==> src/rtl/pseq_pkg.sv <==
package pseq_pkg;
  localparam int PROG_W = 2;
  localparam int BITS_W = PROG_W + 1;

  typedef enum logic [PROG_W-1:0] {
    PR_NONE  = 2'b00,
    PR_A     = 2'b01,
    PR_AB    = 2'b11,
    PR_ABA   = 2'b10
  } prog_t;
endpackage

==> src/rtl/pseq_next.sv <==
module pseq_next
  import pseq_pkg::*;
(
  input  logic [PROG_W-1:0] prog_cur,
  input  logic              z_cur,
  input  logic              s1,
  input  logic              s2,
  output logic [BITS_W-1:0] tog
);
  prog_t p_cur;
  prog_t p_nxt;
  logic  z_nxt;
  logic  only1;
  logic  only2;

  assign p_cur = prog_t'(prog_cur);
  assign only1 = s1 & ~s2;
  assign only2 = s2 & ~s1;

  always_comb begin
    p_nxt = p_cur;
    z_nxt = z_cur;
    if (z_cur) begin
      if (only1) begin
        z_nxt = 1'b0;
        p_nxt = PR_ABA;
      end
    end else if (only1) begin
      unique case (p_cur)
        PR_AB:   p_nxt = PR_ABA;
        default: p_nxt = PR_A;
      endcase
    end else if (only2) begin
      unique case (p_cur)
        PR_A:    p_nxt = PR_AB;
        PR_ABA: begin
          p_nxt = PR_AB;
          z_nxt = 1'b1;
        end
        default: p_nxt = PR_NONE;
      endcase
    end
  end

  assign tog = {z_nxt ^ z_cur, p_nxt ^ p_cur};
endmodule

==> src/rtl/pseq_tbank.sv <==
module pseq_tbank #(
  parameter int W = 3
) (
  input  logic         clk,
  input  logic         rst,
  input  logic [W-1:0] t,
  output logic [W-1:0] q
);
  for (genvar i = 0; i < W; i++) begin : g_bit
    logic bit_q;
    always_ff @(posedge clk) begin
      if (rst)       bit_q <= 1'b0;
      else if (t[i]) bit_q <= ~bit_q;
    end
    assign q[i] = bit_q;
  end
endmodule

==> src/rtl/pulse_seq_detect.sv <==
module pulse_seq_detect
  import pseq_pkg::*;
(
  input  logic clk,
  input  logic rst,
  input  logic x1_pulse,
  input  logic x2_pulse,
  output logic z_level
);
  logic [BITS_W-1:0] bits_q;
  logic [BITS_W-1:0] bits_t;
  logic [PROG_W-1:0] prog_q;

  assign prog_q  = bits_q[PROG_W-1:0];
  assign z_level = bits_q[PROG_W];

  pseq_next u_next (
    .prog_cur (prog_q),
    .z_cur    (bits_q[PROG_W]),
    .s1       (x1_pulse),
    .s2       (x2_pulse),
    .tog      (bits_t)
  );

  pseq_tbank #(.W(BITS_W)) u_bank (
    .clk (clk),
    .rst (rst),
    .t   (bits_t),
    .q   (bits_q)
  );
endmodule

==> config.mk <==
export PLATFORM = sky130hd
export DESIGN_NAME = pulse_seq_detect
export DESIGN_NICKNAME = d
export VERILOG_FILES = /design/src/rtl/pseq_pkg.sv /design/src/rtl/pseq_next.sv /design/src/rtl/pseq_tbank.sv /design/src/rtl/pulse_seq_detect.sv
export SDC_FILE = /design/constraint.sdc
export NUM_CORES = 1
export LEC_CHECK = 0
export BUFFER_PORTS_ARGS = -buffer_cell sky130_fd_sc_hd__buf_4
export CORE_AREA = 2 2 39 41
export CTS_BUF_LIST = sky130_fd_sc_hd__clkbuf_16
export DETAILED_ROUTE_END_ITERATION = 10
export DIE_AREA = 0 0 41 43
export SLEW_MARGIN = 20
export SYNTH_ARGS = -nofsm -noshare
export SYNTH_HDL_FRONTEND = slang
export SYNTH_HIERARCHICAL = 1
export SYNTH_SLANG_ARGS = --single-unit
==> constraint.sdc <==
create_clock -name clk -period 2.82 [get_ports clk]
set_input_delay 0.705 -clock clk [delete_from_list [all_inputs] [get_ports clk]]
set_output_delay 0.705 -clock clk [all_outputs]
set_load 0.005 [all_outputs]
After elaboration in Yosys (flattened, before gate mapping)
Index checks and enable logic that the tools add are counted.

operators by class
  equal/unequal tests = 3
  muxes and demuxes = 11
  bitwise operators = 9
  reduce and logical (&&, ||, !) cells = 1

operators with widths
  operator                                       count
  two-way mux 2 bit                              6
  two-way mux 1 bit                              5
  NOT 1 bit                                      5
  == test 2 bit, second input constant           2
  bitwise AND 1 bit                              2
  == test 2 x 1 -> 1 bit, second input constant  1
  OR reduction 2 bit                             1
  bitwise XOR 2 bit                              1
  bitwise XOR 1 bit                              1

word-level totals
  bits in registers = 3
  bits of input ports = 4
  output and inout bits = 1

Longest topological paths before layout
  word-level depth = 7
  mapped depth = 8
  gate-level depth less buffers = 7

Cells and area by module
Netlist, hierarchy kept.

by module, submodules not included
  module      times used  cells each  area each (µm²)  seq. area each (µm²)
  pseq_next   1           19          133.9            0.0
  pseq_tbank  1           12          120.1            60.1

Worst setup path after synthesis
OpenSTA, ideal clock, no wires.

  path kind = register to register
  start point = register u_bank.g_bit[0].bit_q
  end point = register u_bank.g_bit[0].bit_q
  library setup time = 0.115 ns
  data arrival time = 1.370 ns
  data required time = 2.705 ns
  slack = 1.335 ns
  stages on the path, launching flop included = 9
  path through = dfxtp_1 buf_4 inv_1 ha_1 xnor2_1 a22oi_1 o22ai_1 xnor2_1 nor2_1

on the way
  word-level cells in the longest chain between the ends = 7

ends and longest elaborated chain
  what                                                            line                    text
  start, declared                                                 pseq_tbank.sv:10        logic bit_q;
  start signal, assigned                                          pseq_tbank.sv:13        else if (t[i]) bit_q <= ~bit_q;
  == test 2 x 1 -> 1 bit / == test 2 bit (equally long branches)  pseq_next.sv:34         unique case (p_cur)
  OR reduction 2 bit (no source line)                             -
  two-way mux 2 bit                                               pseq_next.sv:34
  two-way mux 2 bit                                               pseq_next.sv:33         end else if (only2) begin
  two-way mux 2 bit                                               pseq_next.sv:28         end else if (only1) begin
  two-way mux 2 bit                                               pseq_next.sv:23         if (z_cur) begin
  bitwise XOR 2 bit *                                             pseq_next.sv:45         assign tog = {z_nxt ^ z_cur, p_nxt ^ p_cur};
  named net bits_t[0]                                             pulse_seq_detect.sv:11  logic [BITS_W-1:0] bits_t;

Mark *: on every way through the listed nets, which the timed path passes. The rest lies on a longest branch.
A chain may end at the register's enable or synchronous reset.

Worst setup path after layout
Same ends and word-level chain as after synthesis.

==> results.tsv <==
stage	metric	value	unit
outcome	status	finished, final reports clean	
worst_setup_path	Critical Path Fanout Max	6	
finish	Multi-input gate area	164	µm²
worst_setup_path	worst reg2reg startpoint	u_bank/g_bit[0].bit_q$_SDFFE_PP0P_	
sta	final max-slew violation count	0	
clock_network	Root Driver	clkbuf_16	
power	Switching Fraction	0.262	
grt	GRT Total Usage	0.0621	
die	full die area	0.00176	mm²
synthesis	post-synthesis sequential element count	3	
sta	setup TNS	0	ns
die	chip width	41	µm
clock_network	htree depth	1	
sta	Slew @ Worst Pin	0.259	ns
finish	FF+latch area	60.1	µm²
grt	vias in the first global route	159	
detailed_routing	met2 WL	186	µm
detailed_routing	initial drt markers	8	
clock_network	worst-skew pair later-pin latency	0.22	ns
grt	first-pass GRT wire length	634	µm
power	Pwr Density	1100	mW/mm²
detailed_routing	antenna violation net count after detailed routing	0	
synthesis	syn avg cell area	8.19	µm²
sta	RSZ-0062 raised after global routing	false	
detailed_routing	first-pass iteration count of the detailed router	3	
synthesis	Netlist cell types	13	
die	Die H	43	µm
detailed_routing	routed via count	208	
finish	max reg flops	3	
synthesis	Syn Std Cell Area	254	µm²
power	Static Leak	0.149	nW
clock_network	clock tree sinks	3	
grt	grt total ovfl	0	
sta	final worst-path cycle share	0.580	
synthesis	Seq/Total Area, Yosys	0.236	
detailed_routing	DRC Markers	0	
place	IO buf count	4	
sta	Rel. slew slack	0.827	
clock_network	CTS resizes	0	
finish	P&R area growth vs syn	41.9	%
grt	largest net degree at the start of global routing	9	
worst_setup_path	crit path from	u_bank/g_bit[0].bit_q$_SDFFE_PP0P_	
clock_network	clock slew at reported path FFs	0.03	ns
detailed_routing	vias per inst	4.00	
clock_network	# hold bufs at CTS	0	
die	core area	0.00138	mm²
min_path	Hold Crit Class	register to register	
flow_run	maxcap violations	0	
finish	final net count	44	
min_path	Hold Path Depth	2	
finish	layout filler cell count	146	
worst_setup_path	crit path to	u_bank/g_bit[0].bit_q$_SDFFE_PP0P_	
synthesis	Net Count, Synth	38	
power	Sequential Power Share	0.190	
sta	hold slack	0.633	ns
sta	Max Clk Rate	612	MHz
place	hpwl dp	326	µm
finish	Reg with most FFs	u_bank/g_bit.bit_q	
grt	initial antenna violation count	0	
worst_setup_path	WS Path Type	register to register	
sta	post-layout minimum cycle time	1.63	ns
power	Combinational Power Share	0.252	
clock_network	Clock Path Buffers	2	
worst_setup_path	Req. time, crit path	2.93	ns
power	clock power share	0.558	
worst_setup_path	reg-to-reg endpoint	u_bank/g_bit[0].bit_q$_SDFFE_PP0P_	
sta	Setup Viol. Count Final	0	
detailed_routing	DR top layer	met4	
worst_setup_path	Critical Path AT	1.75	ns
worst_setup_path	R2R depth	7	
sta	Setup Skew	0.00159	ns
worst_setup_path	Critical Path Sink Type	register	
finish	share of layout cells above drive strength 1	0.222	
power	Peak supply drop	422	µV
place	routability cong.	0.645	
sta	endpoints failing hold	0	
place	pre-CTS setup slack	1.17	ns
clock_network	CTS tree	built	
synthesis	Post-Synthesis Cells	31	
finish	n_diodes	0	
finish	biggest regs	u_bank/g_bit.bit_q (3)	
worst_setup_path	FF-to-FF setup slack	1.19	ns
die	Core Rows	14	
min_path	min-delay src	u_bank/g_bit[0].bit_q$_SDFFE_PP0P_	
detailed_routing	wl on met1	222	µm
sta	setup ws final	1.19	ns
clock_network	setup bufs post-CTS	0	
detailed_routing	met3 routed WL	30	µm
clock_network	Num CTS Buffers	3	
die	Initial Utilization	0.184	
die	Top Ports	5	
power	Psw	0.000104	W
detailed_routing	wire length per cell	8.83	µm
detailed_routing	WL final	459	µm
synthesis	Synth Warn #	6	
power	cell internal pwr	0.000293	W
worst_setup_path	Startpoint Class	register	
logic make-up (layout without fill, tap and decap cells):
logic type	Yosys count	count (layout)	share of synthesized area
flops	3	3	0.236
fa+ha+maj	3	3	0.148
buf+inv	5	10	0.118
compound gates	7	7	0.172
simple gates	8	8	0.153
xor+xnor	5	5	0.172
metrics by stage:
step | total power [W] | std cells | cell area [µm²] | utilization
finish | 0.000398 | 52 | 360 | 0.260
global route | 0.000417 | 52 | 360 | 0.260
CTS | 0.000402 | 52 | 360 | 0.260
detailed placement | 0.000176 | 48 | 282 | 0.203
global placement | 0.000173 | 48 | 282 | 0.203
floorplan | 0.000171 | 31 | 254 | -
area by class of cell:
| cell class | instances | area share |
|---|---|---|
| multi-input combinational | 23 | 0.455 |
| clock buffer | 3 | 0.208 |
| sequential | 3 | 0.167 |
| timing repair buffer | 4 | 0.0833 |
| tap | 16 | 0.0556 |
| inverter | 2 | 0.0208 |
| clock inverter | 1 | 0.0104 |
synth_stat cells:
library cell | instances | area [µm²]
a22oi_1 | 1 | 7.51
a32oi_1 | 1 | 8.76
and2b_1 | 1 | 7.51
buf_4 | 3 | 22.5
dfxtp_1 | 3 | 60.1
ha_1 | 3 | 37.5
inv_1 | 2 | 7.51
nand2_1 | 2 | 7.51
nor2_1 | 4 | 15.0
nor2b_2 | 1 | 8.76
o21ai_0 | 3 | 15.0
o22ai_1 | 2 | 12.5
xnor2_1 | 5 | 43.8
how the worst min path moves through the flow:
| stage | endpoint | slack [ns] |
|---|---|---|
| 2_1_floorplan | u_bank/g_bit[0].bit_q$_SDFFE_PP0P_ | 0.49 |
| 3_3_place_gp | u_bank/g_bit[0].bit_q$_SDFFE_PP0P_ | 0.61 |
| 3_5_place_dp | u_bank/g_bit[0].bit_q$_SDFFE_PP0P_ | 0.63 |
| 4_1_cts | u_bank/g_bit[0].bit_q$_SDFFE_PP0P_ | 0.64 |
| 5_1_grt | u_bank/g_bit[2].bit_q$_SDFFE_PP0P_ | 0.66 |
| 6_report | u_bank/g_bit[0].bit_q$_SDFFE_PP0P_ | 0.63 |
placed cells by master, fill, tap and decap left out, drive strengths merged:
| master | instances |
|---|---|
| a22oi | 1 |
| a32oi | 1 |
| and2b | 1 |
| buf | 4 |
| clkbuf | 3 |
| dfxtp | 3 |
| ha | 3 |
| inv | 3 |
| nand2 | 2 |
| nor2 | 4 |
| nor2b | 1 |
| o21ai | 3 |
| o22ai | 2 |
| xnor2 | 5 |
layer usage:
layer | GRT usage | up-vias
met1 | 0.0735 | 89
li1 | - | 110
met2 | 0.0656 | 7
met3 | 0.0314 | 2
met4 | 0.0800 | 0
met5 | 0 | -
power groups by stage:
stage	clock network, W	registers [W]	logic, W
finish	0.000222	0.0000757	0.000100
floorplan	0	0.0000609	0.000111
CTS	0.000225	0.0000765	0.000101
global placement	0	0.0000763	0.0000966
global route	0.000227	0.0000792	0.000111
detailed placement	0	0.0000770	0.0000994
critical path: stages, from the launching register on:
cell and delay [ns]:
dfxtp_1 0.43, inv_1 0.10, ha_1 0.34, xnor2_1 0.14, a22oi_1 0.16, o22ai_1 0.12, xnor2_1 0.18, nor2_1 0.05
Note: power is estimated with default switching activity, not from simulation.
